`config.mk`:
```
export PLATFORM = sky130hd
export DESIGN_NAME = irq_arbiter
export DESIGN_NICKNAME = d
export VERILOG_FILES = /design/src/rtl/irq_arbiter.sv
export SDC_FILE = /design/constraint.sdc
export NUM_CORES = 1
export LEC_CHECK = 0
export BUFFER_PORTS_ARGS = -buffer_cell sky130_fd_sc_hd__buf_2
export CAP_MARGIN = 40
export CORE_MARGIN = 5
export CORE_UTILIZATION = 59
export CTS_CLUSTER_DIAMETER = 150
export DETAILED_ROUTE_END_ITERATION = 12
export PLACE_DENSITY = 0.81
export SLEW_MARGIN = 20
export SYNTH_ARGS = -nofsm -noshare
export SYNTH_HDL_FRONTEND = slang
export SYNTH_SLANG_ARGS = --single-unit
```
`constraint.sdc`:
```
create_clock -name clk -period 21.9 [get_ports clk]
set_input_delay 2.19 -clock clk [delete_from_list [all_inputs] [get_ports clk]]
set_output_delay 2.19 -clock clk [all_outputs]
set_load 0.1 [all_outputs]
```
`src/rtl/irq_arbiter.sv`:
```
module irq_arbiter #(
  parameter int N_SRC = 8,
  parameter int LVL_W = 4,
  parameter int GRP_W = 2,
  localparam int IDX_W = (N_SRC > 1) ? $clog2(N_SRC) : 1,
  localparam int KEY_W = LVL_W + GRP_W,
  localparam int CTL_W = KEY_W + 2
) (
  input  logic             clk,
  input  logic             rst_n,
  input  logic             reg_we,
  input  logic [IDX_W-1:0] reg_addr,
  input  logic [15:0]      reg_wdata,
  output logic [15:0]      reg_rdata,
  input  logic [N_SRC-1:0] src_set,
  input  logic             insn_end,
  input  logic             gie,
  input  logic [LVL_W-1:0] cpu_lvl,
  input  logic             irq_ack,
  output logic             irq,
  output logic [IDX_W-1:0] irq_idx,
  output logic [LVL_W-1:0] irq_lvl
);
  localparam int FLAG = CTL_W - 1;
  localparam int ENB  = CTL_W - 2;

  logic [N_SRC-1:0][CTL_W-1:0] ctl;
  logic             found;
  logic [KEY_W-1:0] best_key;
  logic [IDX_W-1:0] best_idx;
  logic [LVL_W-1:0] best_lvl;

  assign reg_rdata = (int'(reg_addr) < N_SRC) ? 16'(ctl[reg_addr]) : 16'h0000;
  assign best_lvl  = best_key[KEY_W-1:GRP_W];

  always_comb begin
    found    = 1'b0;
    best_key = '0;
    best_idx = '0;
    for (int i = 0; i < N_SRC; i++) begin
      if (ctl[i][FLAG] && ctl[i][ENB] && (!found || ctl[i][KEY_W-1:0] > best_key)) begin
        found    = 1'b1;
        best_key = ctl[i][KEY_W-1:0];
        best_idx = IDX_W'(i);
      end
    end
  end

  always_ff @(posedge clk or negedge rst_n) begin
    if (!rst_n) begin
      ctl <= '0;
    end else begin
      for (int i = 0; i < N_SRC; i++) begin
        if (irq_ack && irq_idx == IDX_W'(i)) ctl[i][FLAG] <= 1'b0;
        if (reg_we && reg_addr == IDX_W'(i)) ctl[i] <= reg_wdata[CTL_W-1:0];
        if (src_set[i]) ctl[i][FLAG] <= 1'b1;
      end
    end
  end

  always_ff @(posedge clk or negedge rst_n) begin
    if (!rst_n) begin
      irq     <= 1'b0;
      irq_idx <= '0;
      irq_lvl <= '0;
    end else begin
      if (insn_end) begin
        irq_idx <= best_idx;
        irq_lvl <= best_lvl;
      end
      if (irq_ack)       irq <= 1'b0;
      else if (insn_end) irq <= found && gie && (best_lvl > cpu_lvl);
    end
  end
endmodule


```
Yosys cells after proc, flatten, opt, wreduce, memory -nomap -nowiden
Cells that the tools add are included.
{ "totals": {"word_cells": 151, "inputBits": 37, "output_inout_bits": 24, "ff_bits": 72} }
{ "classes": {"magnitude_cmp": 9, "reduce_logical": 58, "eq_ne": 14, "mux": 51} }
{ "ops": {"columns": ["cell", "count"], "rows": [
  ["8-bit two-way mux", 9],
  ["6-bit two-way mux", 8],
  ["6-bit > comparator", 7],
  ["1-bit logical AND", 33],
  ["1-bit two-way mux", 27],
  ["8-bit binary-select mux with 3-bit select", 1],
  ["3-bit == test (second input constant)", 8],
  ["3-bit nonzero test", 8],
  ["3-bit two-way mux", 6],
  ["3-bit by 2-bit == test with 1-bit output (second input constant)", 4],
  ["1-bit logical NOT", 7],
  ["1-bit logical OR", 7],
  ["3-bit by 1-bit == test with 1-bit output (second input constant)", 2],
  ["3-bit logical NOT", 2],
  ["4-bit > comparator", 1],
  ["3-bit by 4-bit < comparator with 1-bit output (second input constant)", 1],
  ["2-bit nonzero test", 1]
]} }

Longest topological paths before layout
Gate-level depths: netlist (run 1).
{ "depth": {"depth_word": 34, "depth_mapped": 68, "mapped_depth_nobuf": 62} }

Worst setup path after synthesis (run 1)
No wires, ideal clock.
{ "synth_path": {"kind": "flip-flop to flip-flop", "startpoint": "register ctl[7] (netlist name)", "endpoint": "register irq", "setup_time_ps": 123, "required_time_ps": 21777, "path_stages_with_launch": 67, "slack_ps": 10073, "synth_period_minus_slack_ps": 11827, "path_buffers": 6, "t_arrival_ps": 11704, "path_cell_list": "dfrtp_1 > and2_1 > buf_4 > nand2_1 > ha_1 > nand4_1 > o21bai_1 > a31o_1 > a21oi_2 > a22oi_1 > ha_1 > nand4_1 > o311ai_1 > a31o_2 > buf_1 > nor2_1 > or2_2 > ha_1 > [... 31 more ...] > buf_6 > mux2_1 > ha_1 > nor2b_1 > o21ai_0 > nand2b_1 > a21oi_1 > o21ai_1 > a21oi_1 > mux2i_1 > ha_1 > nor2b_1 > o21ai_0 > nand2b_1 > a21oi_1 > nor2_1 > nand4_1 > a21oi_1"} }
{ "synth_between": {"elab_chain_cells": 34, "elab_cells_between_ends": 50, "classes_between": "8 x order compare; 18 x mux; 24 x reduce/logical"} }
{ "synth_rtl": {"columns": ["item", "line", "rtl"], "rows": [
  ["from (decl)", "27", "logic [N_SRC-1:0][CTL_W-1:0] ctl;"],
  ["from (signal, indexed assignment)", "55", "if (reg_we && reg_addr == IDX_W'(i)) ctl[i] <= reg_wdata[CTL_W-1:0];"],
  ["1-bit logical AND (*)", "41", "if (ctl[i][FLAG] && ctl[i][ENB] && (!found || ctl[i][KEY_W-1:0] > best_key)) begin"],
  ["6-bit two-way mux / 1-bit two-way mux (equally long branches)", "41", null],
  ["6-bit > comparator / 1-bit logical NOT (equally long branches)", "41", null],
  ["1-bit logical OR", "41", null],
  ["1-bit logical AND", "41", null],
  ["6-bit two-way mux / 1-bit two-way mux (equally long branches)", "41", null],
  ["6-bit > comparator / 1-bit logical NOT (equally long branches)", "41", null],
  ["1-bit logical OR", "41", null],
  ["[... 19 more ...]", null, null],
  ["1-bit logical OR", "41", null],
  ["1-bit logical AND", "41", null],
  ["6-bit two-way mux (*)", "41", null],
  ["net best_key[3]", "29", "logic [KEY_W-1:0] best_key;"],
  ["4-bit > comparator (*)", "72", "else if (insn_end) irq <= found && gie && (best_lvl > cpu_lvl);"],
  ["1-bit logical AND (*)", "72", null],
  ["1-bit two-way mux (*)", "72", null],
  ["1-bit two-way mux (*)", "71", "if (irq_ack) irq <= 1'b0;"],
  ["to (signal assigned)", "72", null],
  ["to (decl)", "20", "output logic irq,"]
]} }
Mark *: on every way through the listed nets, which the timed path passes. The rest lies on a longest branch. The select of a mux whose other input is x is not followed.
A chain may end at the register's enable or synchronous reset.

Worst setup path in the final report (run 1)
Ends and elaborated chain as after synthesis.

==> results of run 1 <==
[power by group through the flow]
stage | Sequential [mW] | Combinational (mW) | Clock, mW
detailed placement | 0.205 | 0.573 | 0
global placement | 0.203 | 0.553 | 0
global route | 0.208 | 0.645 | 0.144
finish | 0.203 | 0.586 | 0.139
CTS | 0.202 | 0.581 | 0.138
floorplan | 0.245 | 0.414 | 0
[per-layer routing]
metal	global-route usage	up-vias
met2	0.401	182
met4	0.0648	0
met3	0.0385	25
li1	-	2070
met1	0.338	2151
met5	0	-
[critical path: cells and delay by family, from the launching register on]
| family | cells | cell delay, ns |
|---|---|---|
| adder cells (fa/ha/maj) | 8 | 2.45 |
| flip-flops | 1 | 0.44 |
| multiplexers | 2 | 0.67 |
| AO/OA/AOI/OAI | 29 | 5.81 |
| buffers and inverters | 2 | 0.36 |
| AND/OR/NAND/NOR | 22 | 4.09 |
[flip-flops by register name, summed over array words and instances, names as in the netlist]
| register | flops |
|---|---|
| irq | 1 |
| irq_idx | 3 |
| irq_lvl | 4 |
| ctl | 64 |
[worst max path at each step]
stage / end / cells after the start
floorplan: irq$_DFFE_PN0P_ / 66
global placement: irq$_DFFE_PN0P_ / 61
detailed placement: irq$_DFFE_PN0P_ / 63
CTS: irq$_DFFE_PN0P_ / 63
global route: irq$_DFFE_PN0P_ / 62
finish: irq$_DFFE_PN0P_ / 63
[final cells by class]
| cell class | instances | area (sq um) | share of cell area |
|---|---|---|---|
| timing repair buffer | 51 | 285 | 0.0494 |
| inverter | 29 | 109 | 0.0189 |
| clock inverter | 5 | 129 | 0.0223 |
| multi-input combinational | 427 | 3180 | 0.551 |
| tap | 108 | 135 | 0.0234 |
| clock buffer | 11 | 131 | 0.0228 |
| sequential | 72 | 1800 | 0.312 |
[through the flow]
stage / cells / hold slack (ns)
after floorplan: 554 / 0.459
after global placement: 685 / 0.486
after detailed placement: 686 / 0.494
after CTS: 702 / 0.512
after global routing: 703 / 0.539
final: 703 / 0.506
[layout by cell type, fill, tap and decap left out, types with 8 or more instances in the layout]
cell      netlist  layout
nand2_1       102     102
dfrtp_1        72      72
ha_1           45      45
buf_2           0      44
mux2_2         37      37
a21oi_1        30      30
nor2_1         27      27
inv_1          27      27
o21ai_0        24      24
mux4_2         16      16
nand4_1        11      11
nor2b_1         9       9
clkbuf_8        0       9
a21o_1          8       8
conb_1          1       8
[logic make-up after synthesis]
logic type,Yosys count
compound gates,126
fa+ha+maj,45
buf+inv,55
flops,72
mux,61
other cells,1
simple gates,187
==> flow_summary.yaml, run 1 <==
status:
  status: "complete, no violations"
critical_path:
  crit_path_end_kind: "flip-flop"
  cp_common_cell: "ha_1"
  rr_startpoint: "ctl[7]$_DFFE_PN0P_"
  crit_start: "ctl[7]$_DFFE_PN0P_"
  critPathArrivalTime_ns: 14.19
  reg2regPathDepth: 63
  slowest_stage: "a21oi_1"
  path_class: "reg2reg"
  start_kind: "flip-flop"
  critPathRequiredTime_ns: 22.13
  rrSetupSlack_ns: 7.95
  critPathMaxStageDelay_ns: 0.68
  path_max_fanout: 18
  r2r_end: "irq$_DFFE_PN0P_"
timing:
  fin_crit_sh: 0.637
  period_minus_slack_ns: 13.95
  fin_ws_ns: 7.95
  clock_skew_ns: 0.0148
  timing.setup.tns_ns: 0
  rsz0062_at_grt: "false"
  drv_slew: 0
  setup_viol: 0
  hold_viol: 0
  max_slew.worst_pin.slew_ns: 0.877
  max_freq_ghz: 0.0717
  maxSlewHeadroom: 0.416
layout:
  fill_cells: 689
  design_area_sq_um: 5770
  diodes: 0
  final_core_util: 0.665
  layout.nets: 672
  area_growth_pct: 10.9
  final_layout_size_suffix_gt1_frac: 0.230
logic_synthesis:
  synth.cell_area_sq_um: 5200
  async_flop_share: 1.00
  synth-edff-count: 0
  synth_most_common_cell: "nand2_1"
  yosys-top-cells-area: "dfrtp_1 35%, ha_1 11%, mux2_2 8.0%"
  synth_top_family_by_area: "multiplexers"
  synth_xor_area_frac: 0
  synthCells: 547
  synth_adder_area_share: 0.108
  synthTopCellsByCount: "102 x nand2_1, 72 x dfrtp_1, 45 x ha_1"
  yosysSeqAreaShare: 0.346
  yosysTopAreaCell: "dfrtp_1"
  netlist.area_leader.share: 0.346
  synth_mux_area_frac: 0.169
  synthSimpleGateAreaFrac: 0.163
  syn_area_per_cell_sq_um: 9.51
  synth_compound_area_frac: 0.165
  yosysUniqueCellTypes: 63
  synth_warnings: 0
  synth_ff_type: "dfrtp_1"
  ys_ff_latch: 72
clocking:
  cts_resized: 0
  cts_buffers: 9
  root_buffer: "clkbuf_8"
  insertion_delay_ns: 0.35
  htreeDepth: 3
  cts_tree: "done"
  ctsHoldBuffers: 0
  clockBufferDepth: 2
  cts.clk_slew.worst_paths_ns: 0.08
  cts_setup_buffers: 0
  cts_sinks: 72
route:
  drt-vias-per-instance: 6.30
  met1Wirelength_mm: 5.92
  dr.pass1.iters: 5
  final_antenna_net_count: 0
  dr.first_iter.drc_count: 346
  routedWlPerCell_microns: 19.1
  wl_met3_microns: 856
  drc_errors: 0
  top_layer: "met4"
  num_vias: 4428
  drt-total-wl_mm: 13.4
  wl_met2_mm: 6.41
place:
  dpl_worst_slack_ns: 8.41
  post_dp_cell_area_sq_um: 5500
  io_buffer_count: 44
  gp_congestion: 0.928
  dp_hpwl_mm: 10.1
power:
  power_mw: 0.928
  power.internal_mw: 0.481
  clock_power_share: 0.149
  peakVddDrop_mv: 0.141
  leakagePower_nw: 2.68
  pwr_density_cell_nw_per_um2: 161
  combPwrFrac: 0.631
  seq_power_share: 0.219
  switching_share: 0.481
  p_sw_mw: 0.447
global_route:
  grt_pass1_wl_mm: 21.6
  grt_use_total: 0.244
  grt_pass1_vias: 4375
  antenna_found_initial: 0
  grt_overflow: 0
  grt_max_degree: 40
die:
  rows: 34
  fp.dieW_microns: 104
  die_h_microns: 104
  core_area_sq_um: 8680
  dieArea_sq_um: 10800
  pin_count: 61
  initial_core_util: 0.600
hold_path:
  min_path_cells: 1
  hp-class: "reg2reg"
  hold_end: "irq_lvl[2]$_DFFE_PN0P_"
  hp-start: "irq_lvl[2]$_DFFE_PN0P_"
flow_run:
  maxCapViolCount: 0
Power figures use the tool's default switching activity.
==> inputs of run 2 (changes only) <==
==> constraint.sdc (replaced) <==
create_clock -name clk -period 13.4 [get_ports clk]
set_input_delay 1.34 -clock clk [delete_from_list [all_inputs] [get_ports clk]]
set_output_delay 1.34 -clock clk [all_outputs]
set_load 0.1 [all_outputs]
==> run 2 against run 1 <==
Clock power grew 30%. Flip-flop and latch count unchanged. Sequential share of layout area is essentially flat. Design area barely moved. Wire length rose by 0.77%. Critical endpoint unchanged. Largest cell class unchanged. Critical path depth rose by 2. Sequential power rose by 64%. Global-route usage is 0.70 points higher. Combinational power increased by 68%. First-iteration DRC count down 7.8%. Largest power group unchanged.
==> flow_summary.yaml, run 2 (same netlist as run 1, synthesis figures left out) <==
status:
  status: "complete, no violations"
layout:
  top_regs: "ctl x64, irq_lvl x4, irq_idx x3"
  regMostFlops: "ctl"
  diodes: 0
  layout_commonest_cell: "nand2_1"
  final_layout_size_suffix_gt1_frac: 0.242
  fill_cells: 715
  final_cell_mix: "102 x nand2_1, 72 x dfrtp_1, 45 x ha_1, 44 x buf_2, 37 x mux2_2"
  final_core_util: 0.666
  largest_reg_flops: 64
  final_cells: 707
  area_growth_pct: 11.0
  layout.nets: 676
  design_area_sq_um: 5780
critical_path:
  slowest_stage: "dfrtp_1"
  cp_common_cell: "ha_1"
  critPathMaxStageDelay_ns: 0.46
  critPathRequiredTime_ns: 13.66
  critPathArrivalTime_ns: 12.81
  start_kind: "flip-flop"
  crit_path_end_kind: "flip-flop"
  path_class: "reg2reg"
  path_max_fanout: 16
timing:
  drv_slew: 0
  fin_crit_sh: 0.936
  max_freq_ghz: 0.0797
  timing.setup.tns_ns: 0
  setup_viol: 0
  clock_skew_ns: 0.00949
  maxSlewHeadroom: 0.454
  max_slew.worst_pin.slew_ns: 0.815
  hold_viol: 0
  period_minus_slack_ns: 12.55
hold_path:
  hp-class: "reg2reg"
power:
  peakVddDrop_mv: 0.194
  pwr_density_cell_nw_per_um2: 259
  leakagePower_nw: 2.67
die:
  pin_count: 61
  fp.dieW_microns: 104
  dieArea_sq_um: 10800
  die_h_microns: 104
  rows: 34
  initial_core_util: 0.600
  core_area_sq_um: 8680
clocking:
  root_buffer: "clkbuf_8"
  htreeDepth: 3
  cts.clk_slew.worst_paths_ns: 0.08
  clockBufferDepth: 2
  ctsHoldBuffers: 0
  cts_tree: "done"
  cts_buffers: 9
  cts_sinks: 72
  insertion_delay_ns: 0.37
global_route:
  antenna_found_initial: 0
  grt_pass1_wl_mm: 21.9
  grt_overflow: 0
  grt_pass1_vias: 4367
  grt_use_total: 0.251
  grt_max_degree: 38
flow_run:
  maxCapViolCount: 0
route:
  routedWlPerCell_microns: 19.1
  dr.pass1.iters: 4
  drc_errors: 0
  drt-total-wl_mm: 13.5
  drt-vias-per-instance: 6.32
  final_antenna_net_count: 0
  dr.first_iter.drc_count: 319
  num_vias: 4471
place:
  post_dp_cell_area_sq_um: 5520
  io_buffer_count: 44
  dp.cells: 688
  gp_congestion: 0.915
  dp_hpwl_mm: 10.3
## run 2: power by group
part           switching, mW  internal [mW]
Combinational          0.594          0.388
Sequential            0.0637          0.270
Clock                 0.0889         0.0916
## run 2: metal layers
layer / global-route usage / up-vias / wire, microns
met5: 0 / - / 0
met4: 0.0870 / 0 / 229
met3: 0.0435 / 21 / 935
met2: 0.403 / 165 / 6420
met1: 0.345 / 2205 / 5910
li1: - / 2080 / -
## run 2: path summary, 6_finish.rpt
kind	depth (start not counted)	start	end	slack, ns
setup / recovery	65	ctl[7]$_DFFE_PN0P_	irq$_DFFE_PN0P_	0.85
hold / removal	1	irq_lvl[2]$_DFFE_PN0P_	irq_lvl[2]$_DFFE_PN0P_	0.51
setup reg to reg	65	ctl[7]$_DFFE_PN0P_	irq$_DFFE_PN0P_	0.85
hold reg to reg	1	irq_lvl[2]$_DFFE_PN0P_	irq_lvl[2]$_DFFE_PN0P_	0.51
max in group asynchronous	3	rst_n	ctl[10]$_DFFE_PN0P_	11.83
min in group asynchronous	2	rst_n	irq_lvl[2]$_DFFE_PN0P_	1.00
## run 2: area by class of cell
type	instances	area (sq um)	share of cell area
Tap cell	108	135	0.0234
Clock inverter	6	67.6	0.0117
Inverter	29	109	0.0188
Clock buffer	10	138	0.0238
Sequential cell	72	1800	0.312
Multi-Input combinational cell	427	3210	0.556
Timing Repair Buffer	55	315	0.0546
## run 2: worst max-delay path, delay by kind of cell (launching register included)
kind | cells | cell delay [ns]
flops | 1 | 0.46
mux | 2 | 0.58
buf+inv | 5 | 0.92
simple gates | 21 | 2.76
fa+ha+maj | 8 | 2.39
compound gates | 29 | 5.29
## run 2: stage by stage
step	setup WS (ns)	hold WS, ns	power [mW]
2_1_floorplan	1.57	0.459	1.08
3_3_place_gp	0.858	0.485	1.24
3_5_place_dp	0.579	0.497	1.28
4_1_cts	0.458	0.515	1.47
5_1_grt	-0.00607	0.543	1.61
6_report	0.852	0.513	1.50
## run 2: repair_timing
item,CTS,global route
endpoints found under the setup margin,0,3
setup buffers,0,3
hold endpoints to repair,0,0
gates resized for setup,0,5
